$ cat src/rtl/erase_seq_pkg.sv
package erase_seq_pkg;

    typedef enum logic [3:0] {
        ST_IDLE,
        ST_VUP,
        ST_CMD1,
        ST_GAP1,
        ST_CMD2,
        ST_GAP2,
        ST_HVDN,
        ST_VFY,
        ST_NORM,
        ST_BLANK
    } seq_state_t;

    typedef struct packed {
        logic [15:0] addr;
        logic [7:0]  data;
    } cmd_word_t;

    localparam logic [15:0] UNLOCK_A_ADDR = 16'h5555;
    localparam logic [7:0]  UNLOCK_A_DATA = 8'hAA;
    localparam logic [15:0] UNLOCK_B_ADDR = 16'h2AAA;
    localparam logic [7:0]  UNLOCK_B_DATA = 8'h10;
    localparam logic [7:0]  ERASED_BYTE   = 8'hFF;

    function automatic cmd_word_t cmd_for(input seq_state_t st);
        cmd_word_t c;
        c = '0;
        if (st == ST_CMD1 || st == ST_GAP1) begin
            c.addr = UNLOCK_A_ADDR;
            c.data = UNLOCK_A_DATA;
        end else if (st == ST_CMD2 || st == ST_GAP2) begin
            c.addr = UNLOCK_B_ADDR;
            c.data = UNLOCK_B_DATA;
        end
        return c;
    endfunction

    function automatic int max_of(input int a, input int b);
        return (a > b) ? a : b;
    endfunction

endpackage

$ cat src/rtl/erase_seq_timer.sv
module erase_seq_timer #(
    parameter int TW = 8
) (
    input  logic          clk,
    input  logic          rst,
    input  logic          load,
    input  logic [TW-1:0] val,
    output logic          zero
);
    logic [TW-1:0] cnt;

    always_ff @(posedge clk) begin
        if (rst)
            cnt <= '0;
        else if (load)
            cnt <= val;
        else if (cnt != '0)
            cnt <= cnt - 1'b1;
    end

    assign zero = (cnt == '0);
endmodule

$ cat src/rtl/erase_seq_sweep.sv
module erase_seq_sweep #(
    parameter int AW = 16
) (
    input  logic          clk,
    input  logic          rst,
    input  logic          clr,
    input  logic          inc,
    output logic [AW-1:0] addr,
    output logic          last
);
    always_ff @(posedge clk) begin
        if (rst || clr)
            addr <= '0;
        else if (inc)
            addr <= addr + 1'b1;
    end

    assign last = (addr == {AW{1'b1}});
endmodule

$ cat src/rtl/erase_seq.sv
module erase_seq
    import erase_seq_pkg::*;
#(
    parameter int ADDR_W    = 16,
    parameter int P1_CYC    = 6250,
    parameter int P2_CYC    = 12500000,
    parameter int GAP_CYC   = 250,
    parameter int SET_CYC   = 250,
    parameter int EOE_CYC   = 2,
    parameter int MAX_TRIES = 20
) (
    input  logic              clk,
    input  logic              rst,
    input  logic              start_i,
    input  logic [7:0]        mem_rdata_i,
    output logic              busy_o,
    output logic              pass_o,
    output logic              fail_o,
    output logic              supply_hi_o,
    output logic              hv_en_o,
    output logic              wr_stb_o,
    output logic              rd_en_o,
    output logic [ADDR_W-1:0] mem_addr_o,
    output logic [7:0]        mem_wdata_o
);
    localparam int LONGEST = max_of(max_of(P1_CYC, P2_CYC),
                                    max_of(max_of(GAP_CYC, SET_CYC), EOE_CYC));
    localparam int TW = $clog2(LONGEST + 1);
    localparam int CW = $clog2(MAX_TRIES + 1);
    localparam logic [TW-1:0] D_P1  = TW'(P1_CYC - 1);
    localparam logic [TW-1:0] D_P2  = TW'(P2_CYC - 1);
    localparam logic [TW-1:0] D_GAP = TW'(GAP_CYC - 1);
    localparam logic [TW-1:0] D_SET = TW'(SET_CYC - 1);
    localparam logic [TW-1:0] D_EOE = TW'(EOE_CYC - 1);
    localparam logic [CW-1:0] TRY_LIMIT = CW'(MAX_TRIES);

    seq_state_t    state, state_nx;
    logic [CW-1:0] tries, tries_nx;
    logic          pass_q, fail_q, pass_nx, fail_nx;
    logic          tmr_load, tmr_zero;
    logic [TW-1:0] tmr_val;
    logic          sw_clr, sw_inc, sw_last;
    logic [ADDR_W-1:0] sw_addr;
    logic          byte_blank;
    cmd_word_t     cmd;

    erase_seq_timer #(.TW(TW)) u_timer (
        .clk  (clk),
        .rst  (rst),
        .load (tmr_load),
        .val  (tmr_val),
        .zero (tmr_zero)
    );

    erase_seq_sweep #(.AW(ADDR_W)) u_sweep (
        .clk  (clk),
        .rst  (rst),
        .clr  (sw_clr),
        .inc  (sw_inc),
        .addr (sw_addr),
        .last (sw_last)
    );

    assign byte_blank = (mem_rdata_i == ERASED_BYTE);

    always_comb begin
        state_nx = state;
        tries_nx = tries;
        pass_nx  = pass_q;
        fail_nx  = fail_q;
        tmr_load = 1'b0;
        tmr_val  = '0;
        sw_clr   = 1'b0;
        sw_inc   = 1'b0;
        unique case (state)
            ST_IDLE: if (start_i) begin
                state_nx = ST_VUP;
                tmr_load = 1'b1;
                tmr_val  = D_SET;
                tries_nx = '0;
                pass_nx  = 1'b0;
                fail_nx  = 1'b0;
            end
            ST_VUP: if (tmr_zero) begin
                state_nx = ST_CMD1;
                tmr_load = 1'b1;
                tmr_val  = D_P1;
            end
            ST_CMD1: if (tmr_zero) begin
                state_nx = ST_GAP1;
                tmr_load = 1'b1;
                tmr_val  = D_GAP;
            end
            ST_GAP1: if (tmr_zero) begin
                state_nx = ST_CMD2;
                tmr_load = 1'b1;
                tmr_val  = D_P2;
            end
            ST_CMD2: if (tmr_zero) begin
                state_nx = ST_GAP2;
                tmr_load = 1'b1;
                tmr_val  = D_GAP;
            end
            ST_GAP2: if (tmr_zero) begin
                state_nx = ST_HVDN;
                tmr_load = 1'b1;
                tmr_val  = D_SET;
                sw_clr   = 1'b1;
            end
            ST_HVDN: if (tmr_zero) begin
                state_nx = ST_VFY;
                tmr_load = 1'b1;
                tmr_val  = D_EOE;
            end
            ST_VFY: if (tmr_zero) begin
                if (byte_blank) begin
                    tmr_load = 1'b1;
                    if (sw_last) begin
                        state_nx = ST_NORM;
                        tmr_val  = D_SET;
                        sw_clr   = 1'b1;
                    end else begin
                        tmr_val  = D_EOE;
                        sw_inc   = 1'b1;
                    end
                end else if (tries + 1'b1 == TRY_LIMIT) begin
                    state_nx = ST_IDLE;
                    fail_nx  = 1'b1;
                end else begin
                    tries_nx = tries + 1'b1;
                    state_nx = ST_VUP;
                    tmr_load = 1'b1;
                    tmr_val  = D_SET;
                end
            end
            ST_NORM: if (tmr_zero) begin
                state_nx = ST_BLANK;
                tmr_load = 1'b1;
                tmr_val  = D_EOE;
            end
            ST_BLANK: if (tmr_zero) begin
                if (!byte_blank) begin
                    state_nx = ST_IDLE;
                    fail_nx  = 1'b1;
                end else if (sw_last) begin
                    state_nx = ST_IDLE;
                    pass_nx  = 1'b1;
                end else begin
                    sw_inc   = 1'b1;
                    tmr_load = 1'b1;
                    tmr_val  = D_EOE;
                end
            end
            default: state_nx = ST_IDLE;
        endcase
    end

    always_ff @(posedge clk) begin
        if (rst) begin
            state  <= ST_IDLE;
            tries  <= '0;
            pass_q <= 1'b0;
            fail_q <= 1'b0;
        end else begin
            state  <= state_nx;
            tries  <= tries_nx;
            pass_q <= pass_nx;
            fail_q <= fail_nx;
        end
    end

    assign cmd         = cmd_for(state);
    assign busy_o      = (state != ST_IDLE);
    assign pass_o      = pass_q;
    assign fail_o      = fail_q;
    assign supply_hi_o = (state == ST_VUP)  || (state == ST_CMD1) || (state == ST_GAP1) ||
                         (state == ST_CMD2) || (state == ST_GAP2) || (state == ST_HVDN) ||
                         (state == ST_VFY);
    assign hv_en_o     = (state == ST_CMD1) || (state == ST_GAP1) ||
                         (state == ST_CMD2) || (state == ST_GAP2);
    assign wr_stb_o    = (state == ST_CMD1) || (state == ST_CMD2);
    assign rd_en_o     = (state == ST_VFY)  || (state == ST_BLANK);
    assign mem_addr_o  = rd_en_o ? sw_addr : ADDR_W'(cmd.addr);
    assign mem_wdata_o = cmd.data;
endmodule

$ cat config.mk
export PLATFORM = sky130hd
export DESIGN_NAME = erase_seq
export DESIGN_NICKNAME = d
export VERILOG_FILES = /design/src/rtl/erase_seq_pkg.sv /design/src/rtl/erase_seq_timer.sv /design/src/rtl/erase_seq_sweep.sv /design/src/rtl/erase_seq.sv
export SDC_FILE = /design/constraint.sdc
export NUM_CORES = 1
export LEC_CHECK = 0
export ABC_AREA = 1
export BUFFER_PORTS_ARGS = -buffer_cell sky130_fd_sc_hd__buf_2
export CORE_MARGIN = 2
export CORE_UTILIZATION = 59
export CTS_CLUSTER_DIAMETER = 200
export DETAILED_ROUTE_END_ITERATION = 8
export PLACE_DENSITY = 0.91
export REMOVE_ABC_BUFFERS = 1
export SLEW_MARGIN = 20
export SYNTH_ARGS = -nofsm -noshare
export SYNTH_HDL_FRONTEND = slang
export SYNTH_SLANG_ARGS = --single-unit
$ cat constraint.sdc
create_clock -name clk -period 2.2 [get_ports clk]
set_input_delay 0.22 -clock clk [delete_from_list [all_inputs] [get_ports clk]]
set_output_delay 0.22 -clock clk [all_outputs]
set_load 0.03 [all_outputs]
# --- After elaboration in Yosys (flattened, before gate mapping) ---
# Index checks and enable logic that the tools add are counted.
word_totals:
  inputBits: 11
  elab_cells: 132
  out_inout_bits: 31
  register_bits: 51
op_classes:
  n_eq_ne: 30
  n_reduce_logical: 29
  mux: 64
  addsub: 3
op_table:
  columns: ["cell", "n"]
  rows:
  - ["24-bit case mux with 7 select lines", 1]
  - ["24-bit 2-to-1 mux", 5]
  - ["4-bit 2-to-1 mux", 14]
  - ["4-bit case mux with 10 select lines", 1]
  - ["8-bit 2-to-1 mux", 4]
  - ["2-bit != test, second input constant", 16]
  - ["1-bit 2-to-1 mux", 26]
  - ["24-bit zero test", 1]
  - ["24-bit nonzero test", 1]
  - ["24-bit by 1-bit subtractor with 24-bit output, second input constant", 1]
  - ["23-bit 2-to-1 mux", 1]
  - ["22-bit 2-to-1 mux", 1]
  - ["5-bit 2-to-1 mux", 4]
  - ["16-bit by 1-bit adder with 16-bit output, second input constant", 1]
  - ["16-bit == test, second input constant", 1]
  - ["4-bit by 3-bit == test with 1-bit output, second input constant", 4]
  - ["16-bit 2-to-1 mux", 1]
  - ["1-bit logical OR", 13]
  - ["13-bit 2-to-1 mux", 1]
  - ["12-bit AND reduction", 1]
  - ["5-bit case mux with 2 select lines", 1]
  - ["5-bit AND reduction", 2]
  - ["4-bit by 2-bit == test with 1-bit output, second input constant", 2]
  - ["4-bit == test, second input constant", 2]
  - ["16 further kinds", 21]

# --- Logic depth before layout (Yosys ltp) ---
# Gate-level depths: netlist of the first run.
logic_depth:
  depth_word: 7
  ltp_mapped: 15
  ltp_nobuf: 14

# --- By module ---
# From an unflattened synthesis of the first run, not the netlist that was laid out.
unflattened:
  cells_unflattened: 614
  hier_area_um2: 3821.2
by_module_without_submodules:
  columns: ["mod", "seq_area_each_um2", "cells_per_inst", "area_per_inst_um2", "instances"]
  rows:
  - ["erase_seq_timer", 480.5, 277, 1774.2, 1]
  - ["erase_seq", 220.2, 205, 1141.1, 1]
  - ["erase_seq_sweep", 320.3, 132, 905.9, 1]

# --- Worst setup path after synthesis of the first run ---
# OpenSTA, ideal clock, no wires.
synth_timing:
  kind: "register to output"
  start: "reg state[3]"
  end: "out mem_addr_o[10]"
  slack_ns: -0.025
  path_stages_with_launch: 10
  n_path_buf: 2
  required_time_ns: 1.980
  t_arrival_ns: 2.005
  path_cell_list: "dfxtp_1 > buf_2 > inv_2 > nand2_1 > nor2_4 > inv_2 > nand2_2 > inv_1 > clkbuf_1 > o21ai_0"
synth_between:
  word_cells_on_any_way: 8
  cone_classes: "4 x eq/ne; 2 x mux; 2 x reduce/logical"
synth_lines:
  columns: ["item", "line_no", "text"]
  rows:
  - ["start: declaration", "erase_seq.sv:37", "seq_state_t state, state_nx;"]
  - ["start signal: assignment", "erase_seq.sv:165", "state <= state_nx;"]
  - ["4-bit by 3-bit == test with 1-bit output / 4-bit == test (equally long branches)", "erase_seq.sv:182", "assign rd_en_o = (state == ST_VFY) || (state == ST_BLANK);"]
  - ["1-bit logical OR *", "erase_seq.sv:182", null]
  - ["net rd_en_o", "erase_seq.sv:22", "output logic rd_en_o,"]
  - ["16-bit 2-to-1 mux *", "erase_seq.sv:183", "assign mem_addr_o = rd_en_o ? sw_addr : ADDR_W'(cmd.addr);"]
  - ["end: declaration", "erase_seq.sv:23", "output logic [ADDR_W-1:0] mem_addr_o,"]
# The timed path passes the listed nets; every way through them passes the cells marked *.

# --- Worst setup path in the final report of the first run ---
layout_timing:
  start: "reg state[3]"
  end: "out mem_addr_o[8]"
layout_between:
  elab_chain_cells: 4
  word_cells_on_any_way: 8
  cone_classes: "4 x eq/ne; 2 x mux; 2 x reduce/logical"
layout_rtl:
  columns: ["item", "line_no", "text"]
  rows:
  - ["4-bit by 2-bit == test with 1-bit output", "erase_seq_pkg.sv:30", "if (st == ST_CMD1 || st == ST_GAP1) begin"]
  - ["1-bit logical OR", "erase_seq_pkg.sv:30", null]
  - ["23-bit 2-to-1 mux", "erase_seq_pkg.sv:30", null]
  - ["16-bit 2-to-1 mux *", "erase_seq.sv:183", null]
# Every way passes the cells marked *; elsewhere a longest branch is shown, timed or not.

==> metrics.yaml, run 1 <==
clock_latency_ps: 320
grt_pass1_wl_mm: 15.7
worst_slack_ps: 61.8
die_w_um: 80.6
clockBufferDepth: 2
whs_path_depth: 5
ir_worst_vdd_mv: 0.884
skew_ps: 11.9
ys_ff_latch: 51
vias_per_cell: 5.59
globalRoute.totalOverflow: 0
cp.required_ps: 1980
path_class: "flip-flop to output port"
finalHoldViolCount: 0
ios: 42
drc: 0
finalCritPeriodShare: 0.972
cp_max_fo: 9
p_leak_uw: 0.00175
vias: 3758
yosysMostFrequentCell: "nand2_1"
rr_endpoint: "u_timer.cnt[18]"
drive_gt1_frac: 0.177
antenna_found_initial: 0
root_buffer: "clkbuf_8"
clk_pin_slew_worst_paths_ps: 100
yosys-top-cells-area: "dfxtp_1, nand2_1, nor2_1, inv_1, a21oi_1"
regArea_um2: 1030
period_needed_ps: 2140
place_hpwl_mm: 6.71
fmax_ghz: 0.468
maxSlewViolCount: 0
synth_top_area_share: 0.295
synth_edf_count: 0
min_from: "rst"
max_stage_delay_ps: 390
track_usage: 0.307
area_delta_synth_final_pct: 13.3
place_ws_ps: 92.4
synthTopCellsByCount: "nand2_1, nor2_1, inv_1"
rrSetupSlack_ps: 80
placed_area_um2: 3710
synth_area_um2: 3460
h-tree-depth: 2
rows: 27
gp_congestion: 0.944
cap_violations: 0
cp.arrival_ps: 1920
syn_inst: 552
cts_sinks: 51
worstHoldPathType: "input pin to flip-flop"
path_cells: "inv_2 -> nand2_2 -> nor2_4 -> inv_2 -> nand2_4 -> clkinvlp_4 -> buf_4 -> o21ai_0 -> buf_4"
finalPower_uw: 5630
yosysWarnings: 0
syn_avg_cell_area_um2: 6.27
cts_buffers: 5
num_antenna_cells: 0
ys.flop_type: "dfxtp_1"
grt_max_degree: 23
synth_async_sr_flop_share: 0
hold_end: "u_timer.cnt[11]"
synth_area_leader_cell: "dfxtp_1"
critical-path-slowest-cell: "dfxtp_2"
cts_tree: "done"
finalWirelength_mm: 9.53
chipHeight_um: 80.6
drtIter0Drc: 404
first_pass_iters: 5
synth.distinct_cells: 34
die-area_um2: 6500
seq_area_frac_synth: 0.295
cts_hold_buf: 0
finalSetupViolations: 0
nNetsFinal: 615
critPathCaptureType: "output port"
multiInputGateArea_um2: 2160
stdcell_area_um2: 3920
wl_per_cell_um: 14.2
power_density_nw_per_um2: 1440
grt_pass1_vias: 3500
start_util: 0.621
cp_top_family: "buffers and inverters"
core_area_um2: 5570
fillers: 489
status: "completed"
portBuffers: 38
final_antenna_net_count: 0
worstPathBufferInverterCount: 5
r2r_start: "u_timer.cnt[0]"
r2r_cells: 12
crit_path_start_kind: "flip-flop"
how the worst max path moves through the flow:
stage,startpoint,endpoint,slack (ps),cells after the start
3_3_place_gp,u_sweep.addr[0],u_sweep.addr[13],200,11
4_1_cts,state[3],mem_addr_o[4],30,9
5_1_grt,u_timer.cnt[0],u_timer.cnt[2],-30,12
3_5_place_dp,u_timer.cnt[0],u_sweep.addr[5],90,13
2_1_floorplan,state[3],wr_stb_o,-1130,5
6_report,state[3],mem_addr_o[8],60,9
timing repair:
item / 4_1_cts / 5_1_grt
endpoints found under the setup margin: 14 / 45
endpoints found under the hold margin: 0 / 0
resized for setup: 1 / 16
pin swaps: 1 / 4
gates cloned: 0 / 1
setup buffers: 4 / 3
registers in the layout, indices dropped and copies added (netlist names):
signal,cells
fail_o,1
pass_o,1
state,4
tries,5
u_sweep.addr,16
u_timer.cnt,24
where the power goes:
| part | total [µW] | internal, µW | switching [µW] |
|---|---|---|---|
| registers | 1350 | 1140 | 212 |
| clock network | 663 | 334 | 329 |
| logic | 3610 | 1180 | 2430 |
| total | 5630 | 2660 | 2970 |
cells in the final DEF (no fill, tap or decap), drive strengths merged:
cell type and n:
or2 1, nor3 14, nand2 151, bufinv 1, inv 60, a211oi 2
nand3b 2, conb 3, nor2 111, ha 4, xor2 17, dfxtp 51
clkbuf 6, nand3 34, a31oi 4, o31ai 1, clkinv 1, clkinvlp 1
a21oi 30, xnor2 9, nand4 11, buf 53, o21ai 32, o22ai 1
worst reg2reg max path, cell delays in order, from the launching register on:
cell,delay [ps]
dfxtp_1,330
inv_1,120
ha_1,180
inv_1,40
nor2_1,90
nand2_1,90
nor3_1,210
nand2_1,200
inv_1,180
nand2_1,310
nand2_1,170
nand2_1,70
nor2_1,80
final cells by class:
cell class,count,area share
well taps,72,0.0230
multi-input cells,427,0.550
repair buffers,53,0.0791
clock buffers,6,0.0185
flip-flops and latches,51,0.262
clock inverters,1,0.00766
inverters,62,0.0603
through the flow:
stage          instances  TNS (ps)  utilization  hold WS, ps
4_1_cts              668         0        0.690          334
6_report             672         0        0.704          331
3_3_place_gp         657         0        0.666          467
3_5_place_dp         657         0        0.666          473
2_1_floorplan        539    -10340            -          289
5_1_grt              672     -70.8        0.704          382
layer usage:
metal / vias up / wire length [µm] / global-route usage / share of wire
li1: 1840 / - / - / -
met1: 1720 / 4030 / 0.388 / 0.42
met2: 170 / 4540 / 0.536 / 0.48
met3: 28 / 689 / 0.0438 / 0.072
met4: 0 / 257 / 0.100 / 0.027
met5: - / 0 / 0 / 0
kinds of logic after synthesis:
family          Yosys count  share of synthesized area
compound gates           70                      0.108
xor+xnor                 26                     0.0658
fa+ha+maj                 4                     0.0145
buf+inv                  77                     0.0961
flops                    51                      0.295
other cells               1                    0.00108
simple gates            323                      0.419
(Power assumes the default switching activity.)
==> inputs of run 2 (changes only) <==
--- a/config.mk
+++ b/config.mk
@@ -7,10 +7,11 @@
 export LEC_CHECK = 0
 export ABC_AREA = 1
 export BUFFER_PORTS_ARGS = -buffer_cell sky130_fd_sc_hd__buf_2
-export CORE_MARGIN = 2
+export CORE_MARGIN = 4
 export CORE_UTILIZATION = 59
 export CTS_CLUSTER_DIAMETER = 200
 export DETAILED_ROUTE_END_ITERATION = 8
+export GPL_TIMING_DRIVEN = 1
 export PLACE_DENSITY = 0.91
 export REMOVE_ABC_BUFFERS = 1
 export SLEW_MARGIN = 20
==> run 2 against run 1 <==
Effect of this change:
- first-iteration DRC count down 23%
- critical path depth down 2
- total power is 0.79% higher
- final cell count rose by 0.45%
- register-to-register slack better by 70 ps
- hold slack improved by 14 ps
- largest power group unchanged
- highest routed layer unchanged
- core utilization is 0.47 points higher
==> metrics.yaml, run 2 (synthesis results as in run 1) <==
status: "completed"  # unchanged
min_from: "rst"  # unchanged
ios: 42  # unchanged
gp_congestion: 0.955  # was 0.944
final_cell_mix: "nand2_1, nor2_1, inv_1"  # unchanged
grt_pass1_vias: 3377  # was 3500
placed_area_um2: 3730  # was 3710 µm²
largest_register: "u_timer.cnt"  # unchanged
clockBufferDepth: 2  # unchanged
area_delta_synth_final_pct: 14.7  # was 13.3%
place_hpwl_mm: 6.45  # was 6.71 mm
vias: 3684  # was 3758
chipHeight_um: 84.6  # was 80.6 µm
ir_worst_vdd_mv: 0.731  # was 0.884 mV
path_class: "flip-flop to output port"  # unchanged
globalRoute.totalOverflow: 0  # unchanged
regArea_um2: 1030  # unchanged
grt_max_degree: 23  # unchanged
cp.required_ps: 1980  # about the same
grt_pass1_wl_mm: 15.1  # was 15.7 mm
p_sw_frac: 0.512  # was 0.528
skew_ps: 8.00  # was 11.9 ps
root_buffer: "clkbuf_8"  # unchanged
portBuffers: 38  # unchanged
multiInputGateArea_um2: 2130  # was 2160 µm²
start_util: 0.618  # was 0.621
clock_latency_ps: 320  # about the same
drc: 0  # unchanged
p_leak_uw: 0.00178  # was 0.00175 µW
vias_per_cell: 5.46  # was 5.59
finalSetupViolations: 0  # unchanged
setup.worst_path.start: "state[2]"  # was state[3]
track_usage: 0.252  # was 0.307
wl_per_cell_um: 13.4  # was 14.2 µm
worstHoldPathType: "input pin to flip-flop"  # unchanged
layout_commonest_cell: "nand2_1"  # unchanged
drive_gt1_frac: 0.187  # was 0.177
maxSlewViolCount: 0  # unchanged
final_antenna_net_count: 0  # unchanged
finalWirelength_mm: 9.03  # was 9.53 mm
stdcell_area_um2: 3970  # was 3920 µm²
num_antenna_cells: 0  # unchanged
rows: 27  # unchanged
fin_tns_setup_ps: 0  # unchanged
die_w_um: 84.6  # was 80.6 µm
finalHoldViolCount: 0  # unchanged
antenna_found_initial: 0  # unchanged
h-tree-depth: 2  # unchanged
r2r_start: "u_timer.cnt[0]"  # unchanged
critPathCaptureType: "output port"  # unchanged
first_pass_iters: 5  # unchanged
finalPower_uw: 5670  # was 5630 µW
period_needed_ps: 2100  # was 2140 ps
p_seq_frac: 0.240  # about the same
power_density_nw_per_um2: 1430  # was 1440 nW/µm²
finalCritPeriodShare: 0.953  # was 0.972
clk_pin_slew_worst_paths_ps: 100  # about the same
core_area_um2: 5610  # was 5570 µm²
cap_violations: 0  # unchanged
hold-worst-slack_ps: 345  # was 331 ps
crit_path_start_kind: "flip-flop"  # unchanged
reg.largest.list: "u_timer.cnt (24), u_sweep.addr (16), tries (5)"  # unchanged
drtIter0Drc: 310  # was 404
whs_path_depth: 5  # unchanged
p_int_uw: 2770  # was 2660 µW
switchingPower_uw: 2900  # was 2970 µW
cts_tree: "done"  # unchanged
fmax_ghz: 0.477  # was 0.468 GHz
die-area_um2: 7160  # was 6500 µm²
cts_buffers: 5  # unchanged
cp_max_fo: 8  # was 9
comb_power_share: 0.638  # was 0.642
nNetsFinal: 617  # was 615
largest_reg_flops: 24  # unchanged
cp.arrival_ps: 1880  # was 1920 ps
p_clk_frac: 0.122  # was 0.118
cts_sinks: 51  # unchanged
fillers: 468  # was 489
r2r_cells: 15  # was 12
run 2: worst paths after layout:
| path | to | slack, ps |
|---|---|---|
| setup / recovery | mem_addr_o[13] | 100 |
| hold / removal | state[1] | 340 |
| setup reg to reg | u_timer.cnt[1] | 150 |
| hold reg to reg | tries[1] | 490 |
run 2: critical path, stage by stage, from the launching register on:
cell	delay [ps]
dfxtp_2	360
nor2_2	190
nand3_2	150
nand2_2	170
clkinvlp_4	130
buf_2	190
o21ai_0	150
buf_2	220
run 2: metal layers:
layer,part of all wire,wire [µm],up-vias,global-route usage
li1,-,-,1843,-
met1,0.44,3950,1658,0.323
met2,0.47,4250,163,0.404
met3,0.070,632,20,0.0579
met4,0.022,201,0,0.111
met5,0,0,-,0
run 2: power groups by stage:
stage | combinational [µW] | clock, µW | sequential [µW]
floorplan | 2620 | 0 | 1330
global placement | 3300 | 0 | 1350
detailed placement | 3360 | 0 | 1360
CTS | 3390 | 707 | 1340
global route | 4030 | 750 | 1380
finish | 3620 | 691 | 1360
run 2: layout make-up:
| class | count | area share |
|---|---|---|
| clock buffers | 6 | 0.0208 |
| clock inverters | 2 | 0.00882 |
| inverters | 62 | 0.0595 |
| multi-input cells | 426 | 0.537 |
| flip-flops and latches | 51 | 0.259 |
| well taps | 72 | 0.0227 |
| repair buffers | 56 | 0.0923 |
run 2: per-stage QoR:
| stage | setup WS, ps | instances | utilization |
|---|---|---|---|
| floorplan | -1130 | 539 | - |
| global placement | 229 | 659 | 0.664 |
| detailed placement | 213 | 659 | 0.664 |
| CTS | 31.7 | 671 | 0.693 |
| global route | -0.929 | 675 | 0.708 |
| finish | 104 | 675 | 0.708 |
run 2: repair_timing:
action	4_1_cts	5_1_grt
pin swaps	1	3
buffers inserted	4	4
setup endpoints to repair	13	50
hold buffers	0	0
resized for setup	2	19
